===== src/rtl/vpd_pkg.sv =====
package vpd_pkg;

  localparam int MODE_W = 3;

  typedef struct packed {
    logic cvbs;
    logic svid;
    logic core;
    logic clk;
  } pwr_en_t;

  localparam logic [MODE_W-1:0] MODE_ALL_ON = 3'b011;
  localparam logic [MODE_W-1:0] MODE_RESET  = 3'b101;

  // Map a power mode to the group enables it leaves running.
  function automatic pwr_en_t pwr_decode(input logic [MODE_W-1:0] m);
    pwr_en_t e;
    casez (m)
      3'b000:  e = '{cvbs: 1'b0, svid: 1'b1, core: 1'b1, clk: 1'b1};
      3'b001:  e = '{cvbs: 1'b0, svid: 1'b0, core: 1'b0, clk: 1'b1};
      3'b010:  e = '{cvbs: 1'b1, svid: 1'b0, core: 1'b1, clk: 1'b1};
      3'b011:  e = '{cvbs: 1'b1, svid: 1'b1, core: 1'b1, clk: 1'b1};
      default: e = '0;
    endcase
    return e;
  endfunction

endpackage


===== src/rtl/vpd_regs.sv =====
module vpd_regs
  import vpd_pkg::*;
(
  input  logic              clk,
  input  logic              rst_n,
  input  logic              pmr_wr,
  input  logic [4:0]        wdata,
  output logic [MODE_W-1:0] pwr_mode,
  output logic              rst_bit,
  output logic              rgb_sel
);

  always_ff @(posedge clk or negedge rst_n) begin
    if (!rst_n) begin
      pwr_mode <= MODE_RESET;
      rst_bit  <= 1'b1;
      rgb_sel  <= 1'b0;
    end else if (pmr_wr) begin
      rst_bit <= wdata[3];
      if (rst_bit && wdata[3]) begin
        pwr_mode <= wdata[MODE_W-1:0];
        rgb_sel  <= wdata[4];
      end else begin
        pwr_mode <= MODE_RESET;
        rgb_sel  <= 1'b0;
      end
    end else if (!rst_bit) begin
      pwr_mode <= MODE_RESET;
      rgb_sel  <= 1'b0;
    end
  end

endmodule


===== src/rtl/vpd_sense.sv =====
module vpd_sense
  import vpd_pkg::*;
(
  input  logic              clk,
  input  logic              rst_n,
  input  logic              soft_clr,
  input  logic              det_wr,
  input  logic              start_bit,
  input  logic [MODE_W-1:0] pwr_mode,
  input  logic [2:0]        cmp_in,
  output logic              sense_q,
  output logic [2:0]        status,
  output logic              valid,
  output logic              latch_ev
);

  logic mode_ok;
  logic ok_q;
  logic start_ev;
  logic stop_ev;

  assign mode_ok  = (pwr_mode == MODE_ALL_ON);
  assign start_ev = det_wr && !soft_clr && start_bit && !sense_q;
  assign stop_ev  = det_wr && !soft_clr && !start_bit && sense_q;
  assign latch_ev = stop_ev && ok_q && mode_ok;

  always_ff @(posedge clk or negedge rst_n) begin
    if (!rst_n) begin
      sense_q <= 1'b0;
      ok_q    <= 1'b0;
      status  <= '0;
      valid   <= 1'b0;
    end else if (soft_clr) begin
      sense_q <= 1'b0;
      ok_q    <= 1'b0;
      status  <= '0;
      valid   <= 1'b0;
    end else begin
      if (start_ev) begin
        sense_q <= 1'b1;
        ok_q    <= mode_ok;
      end else if (stop_ev) begin
        sense_q <= 1'b0;
        ok_q    <= 1'b0;
      end else if (sense_q && !mode_ok) begin
        ok_q <= 1'b0;
      end
      if (latch_ev) begin
        status <= cmp_in;
        valid  <= 1'b1;
      end
    end
  end

endmodule


===== src/rtl/vpd_pwr_decode.sv =====
module vpd_pwr_decode
  import vpd_pkg::*;
(
  input  logic              clk,
  input  logic              rst_n,
  input  logic [MODE_W-1:0] pwr_mode,
  input  logic              rst_bit,
  input  logic              rgb_sel,
  output pwr_en_t           en_q,
  output logic              csync_q
);

  pwr_en_t en_d;

  assign en_d = rst_bit ? pwr_decode(pwr_mode) : '0;

  always_ff @(posedge clk or negedge rst_n) begin
    if (!rst_n) begin
      en_q    <= '0;
      csync_q <= 1'b0;
    end else begin
      en_q    <= en_d;
      csync_q <= rgb_sel && en_d.core;
    end
  end

endmodule


===== src/rtl/vid_pwr_ctl.sv =====
module vid_pwr_ctl
  import vpd_pkg::*;
#(
  parameter int ADDR_W = 8,
  parameter int DATA_W = 8,
  parameter logic [ADDR_W-1:0] PMR_ADDR = 8'h0E,
  parameter logic [ADDR_W-1:0] DET_ADDR = 8'h10
) (
  input  logic              clk,
  input  logic              rst_n,
  input  logic              bus_wr,
  input  logic [ADDR_W-1:0] bus_addr,
  input  logic [DATA_W-1:0] bus_wdata,
  output logic [DATA_W-1:0] bus_rdata,
  input  logic              cmp_y,
  input  logic              cmp_c,
  input  logic              cmp_cvbs,
  output logic              dac_cvbs_en,
  output logic              dac_svid_en,
  output logic              core_en,
  output logic              clkbuf_en,
  output logic              out_rgb,
  output logic              csync_en,
  output logic              soft_rst,
  output logic              sense_active,
  output logic              det_valid
);

  localparam int PMR_BITS = MODE_W + 2;

  logic              pmr_wr;
  logic              det_wr;
  logic [MODE_W-1:0] pwr_mode;
  logic              rst_bit;
  logic              rgb_sel;
  logic [2:0]        det_status;
  logic              latch_ev;
  pwr_en_t           en_q;
  logic              unused_wbits;

  assign pmr_wr       = bus_wr && (bus_addr == PMR_ADDR);
  assign det_wr       = bus_wr && (bus_addr == DET_ADDR);
  assign unused_wbits = ^bus_wdata[DATA_W-1:PMR_BITS];

  vpd_regs u_regs (
    .clk      (clk),
    .rst_n    (rst_n),
    .pmr_wr   (pmr_wr),
    .wdata    (bus_wdata[PMR_BITS-1:0]),
    .pwr_mode (pwr_mode),
    .rst_bit  (rst_bit),
    .rgb_sel  (rgb_sel)
  );

  vpd_sense u_sense (
    .clk       (clk),
    .rst_n     (rst_n),
    .soft_clr  (!rst_bit),
    .det_wr    (det_wr),
    .start_bit (bus_wdata[0]),
    .pwr_mode  (pwr_mode),
    .cmp_in    ({cmp_y, cmp_c, cmp_cvbs}),
    .sense_q   (sense_active),
    .status    (det_status),
    .valid     (det_valid),
    .latch_ev  (latch_ev)
  );

  vpd_pwr_decode u_dec (
    .clk      (clk),
    .rst_n    (rst_n),
    .pwr_mode (pwr_mode),
    .rst_bit  (rst_bit),
    .rgb_sel  (rgb_sel),
    .en_q     (en_q),
    .csync_q  (csync_en)
  );

  assign dac_cvbs_en = en_q.cvbs;
  assign dac_svid_en = en_q.svid;
  assign core_en     = en_q.core;
  assign clkbuf_en   = en_q.clk;
  assign out_rgb     = rgb_sel;
  assign soft_rst    = !rst_bit;

  always_comb begin
    bus_rdata = '0;
    if (bus_addr == PMR_ADDR) begin
      bus_rdata[PMR_BITS-1:0] = {rgb_sel, rst_bit, pwr_mode};
    end else if (bus_addr == DET_ADDR) begin
      bus_rdata[3:1] = det_status;
    end
  end

endmodule


===== config.mk =====
export PLATFORM = sky130hd
export DESIGN_NAME = vid_pwr_ctl
export DESIGN_NICKNAME = d
export VERILOG_FILES = /design/src/rtl/vpd_pkg.sv /design/src/rtl/vpd_regs.sv /design/src/rtl/vpd_sense.sv /design/src/rtl/vpd_pwr_decode.sv /design/src/rtl/vid_pwr_ctl.sv
export SDC_FILE = /design/constraint.sdc
export NUM_CORES = 1
export LEC_CHECK = 0
export ABC_AREA = 1
export BUFFER_PORTS_ARGS = -buffer_cell sky130_fd_sc_hd__buf_2
export CAP_MARGIN = 10
export CORE_UTILIZATION = 48
export CTS_CLUSTER_SIZE = 8
export DETAILED_ROUTE_END_ITERATION = 6
export HOLD_SLACK_MARGIN = 0.06
export PLACE_DENSITY = 0.82
export SETUP_SLACK_MARGIN = 0.15
export SLEW_MARGIN = 0
export SYNTH_ARGS = -nofsm -noshare
export SYNTH_HDL_FRONTEND = slang
export SYNTH_SLANG_ARGS = --single-unit

===== constraint.sdc =====
create_clock -name clk -period 2.8 [get_ports clk]
set_input_delay 0.84 -clock clk [delete_from_list [all_inputs] [get_ports clk]]
set_output_delay 0.84 -clock clk [all_outputs]
set_load 0.005 [all_outputs]

==> impl_results.md <==
- Maximum clock frequency: 401 MHz
- Setup WS pre-CTS: 0.232 ns
- CTS Buf Count: 3
- Setup bufs post-CTS: 0
- Clock Root Buffer: clkbuf_4
- Diode count: 0
- CP max FO: 5
- Final Power: 0.000424 W
- Pins Over Slew Limit: 0
- DR iter-0 viols: 23
- Worst Hold Class: in -> async
- Hpwl dp: 1.42 mm
- Routability cong.: 0.838
- Antenna violations before repair: 0
- Endpoints failing setup: 0
- Area leader, netlist: dfrtp_1
- Count of cells resized by post-cts repair: 0
- Critical path class: in -> out
- Vias per cell: 5.27
- Hold Vio Cnt, Final: 0
- Final period util: 89.0%
- FF+latch count, synth: 16
- Avg WL per Cell: 11.7 µm
- Pre-antenna DRT Iters: 6
- Most frequent cells in the layout: buf_2, nand2_1, nor2_1
- Remaining DRCs: 2
- Multi-input gate area: 374 µm²
- Ranking of synthesized cells by area: dfrtp_1, dfstp_2, nand3_1, nand2_1, nor2_1
- Nets: 161
- Arr. time, crit path: 1.65 ns
- Routed WL: 1.80 mm
- Antenna Nets Post-Route: 0
- VDD IR-drop max: 0.000192 V
- Register area share after synthesis: 47.9%
- Register area: 404 µm²
- Share of post-route cells with drive strength above 1: 35.5%
- Clock Tree Buf Depth: 2
- Overall die area: 1930 µm²
- Via count: 811
- Dpl cells: 150
- Top-area cell type share of the netlist area: 38.6%
- Worst Skew: 0.0102 ns
- H-tree levels: 1
- Largest net degree at the start of global routing: 17
- Crit path time final: 2.49 ns
- Worst skew pair latency: 0.28 ns
- Max cap viols: 0
- Die width: 43.9 µm
- RSZ-0062 raised after global routing: no
- Row count: 14
- Outcome: finished, violations left
- Fillers: 134
- Port buffer count: 32
- Reg clk slew, reported paths: 0.10 ns
- Data required time of the worst path: 1.96 ns
- Post-synthesis to final-layout area growth: 24.2%
- GRT overflow: 0
- Leakage: 0.561 nW
- TNS Setup: 0 ns
- Yosys Warn Count: 0
- Hold WS: 0.439 ns
- Number of global-route vias before repair: 744
- Synth unique cells: 19
- Commonest non-fill, non-tap cell in the layout: buf_2
- TritonCTS clock tree: built
- Cts hold-fix bufs: 0
- Final worst slack: 0.307 ns
- CTS sink count: 16
- Setup crit start kind: input port
- Syn Inst Count: 104
- Post-Layout Cell Count: 154
- PwrDens: 405 nW/µm²
- Avg Cell Area, Syn: 8.11 µm²
- Core Area: 1580 µm²
- Starting density of the core: 53.5%
- Failing checks: DRC
- Die Ht: 43.9 µm
- Critical Path End Type: primary output
- First-pass GRT wire length: 2.89 mm
- Post-Syn Area: 843 µm²
- Total track usage: 20.6%
- I/O Pins: 39
layer usage:
metal | global-route usage, % | up-vias | part of all wire (%)
li1 | - | 396 | -
met1 | 22.3 | 376 | 42
met2 | 38.5 | 35 | 50
met3 | 1.25 | 4 | 6.0
met4 | 12.7 | 0 | 1.8
met5 | 0 | - | 0
registers in the layout, summed over array words and instances (netlist names):
name,flops
u_sense.ok_q,1
u_regs.rgb_sel,1
u_regs.pwr_mode,3
u_sense.sense_q,1
u_dec.en_q,4
u_regs.rst_bit,1
u_sense.status,3
u_dec.csync_q,1
u_sense.valid,1
path summary, 6_finish.rpt:
check | from | end | slack [ns] | depth (start not counted)
max | bus_addr[7] | bus_rdata[1] | 0.31 | 7
max reg2reg | u_regs.rst_bit | u_sense.status[0] | 1.28 | 5
min reg2reg | u_regs.pwr_mode[1] | u_dec.en_q[2] | 0.51 | 1
max in group asynchronous | rst_n | u_regs.pwr_mode[2] | 2.05 | 1
min | rst_n | u_dec.en_q[1] | 0.44 | 1
min in group clk | u_regs.pwr_mode[1] | u_dec.en_q[2] | 0.51 | 1
kinds of logic (layout without fill, tap and decap cells):
group                  count (synthesis)  count (layout)  share of synthesized area, %
DFF                                   16              16                          47.9
other                                  1               3                         0.445
buffers and inverters                 18              50                          9.79
AOI/OAI and AO/OA                     10              10                          6.23
and+or+nand+nor                       59              59                          35.6
layout make-up:
cell class,count,area share (%)
multi-input combinational,72,35.7
timing repair buffer,32,15.3
clock buffer,4,3.46
sequential,16,38.6
tap,16,1.91
inverter,14,5.02
where the power goes:
group / total, W / switching (W) / internal [W]
Combinational: 0.0000370 / 0.0000231 / 0.0000139
Clock: 0.000151 / 0.0000721 / 0.0000790
Sequential: 0.000236 / 0.00000312 / 0.000233
cells in the mapped netlist, drive strengths merged:
library cell,n
inv,14
o22ai,2
conb,1
clkbuf,1
o21ai,5
nand2,19
a21oi,3
nand4,3
nor2,20
buf,3
nor3,4
dfstp,3
dfrtp,13
nand3,13
worst max-delay path: stages:
cell and delay, ns:
buf_2 0.11, nor2_4 0.13, nand2_2 0.09, nor2_4 0.19, nand2_1 0.07, o21ai_0 0.08, buf_2 0.14
metrics by stage:
stage / cell area, µm² / utilization (%)
after floorplan: 851 / -
after global placement: 1000 / 63.5
after detailed placement: 1000 / 63.5
after CTS: 1040 / 65.8
after global routing: 1050 / 66.4
final: 1050 / 66.4
Note: power is estimated with default switching activity, not from simulation.
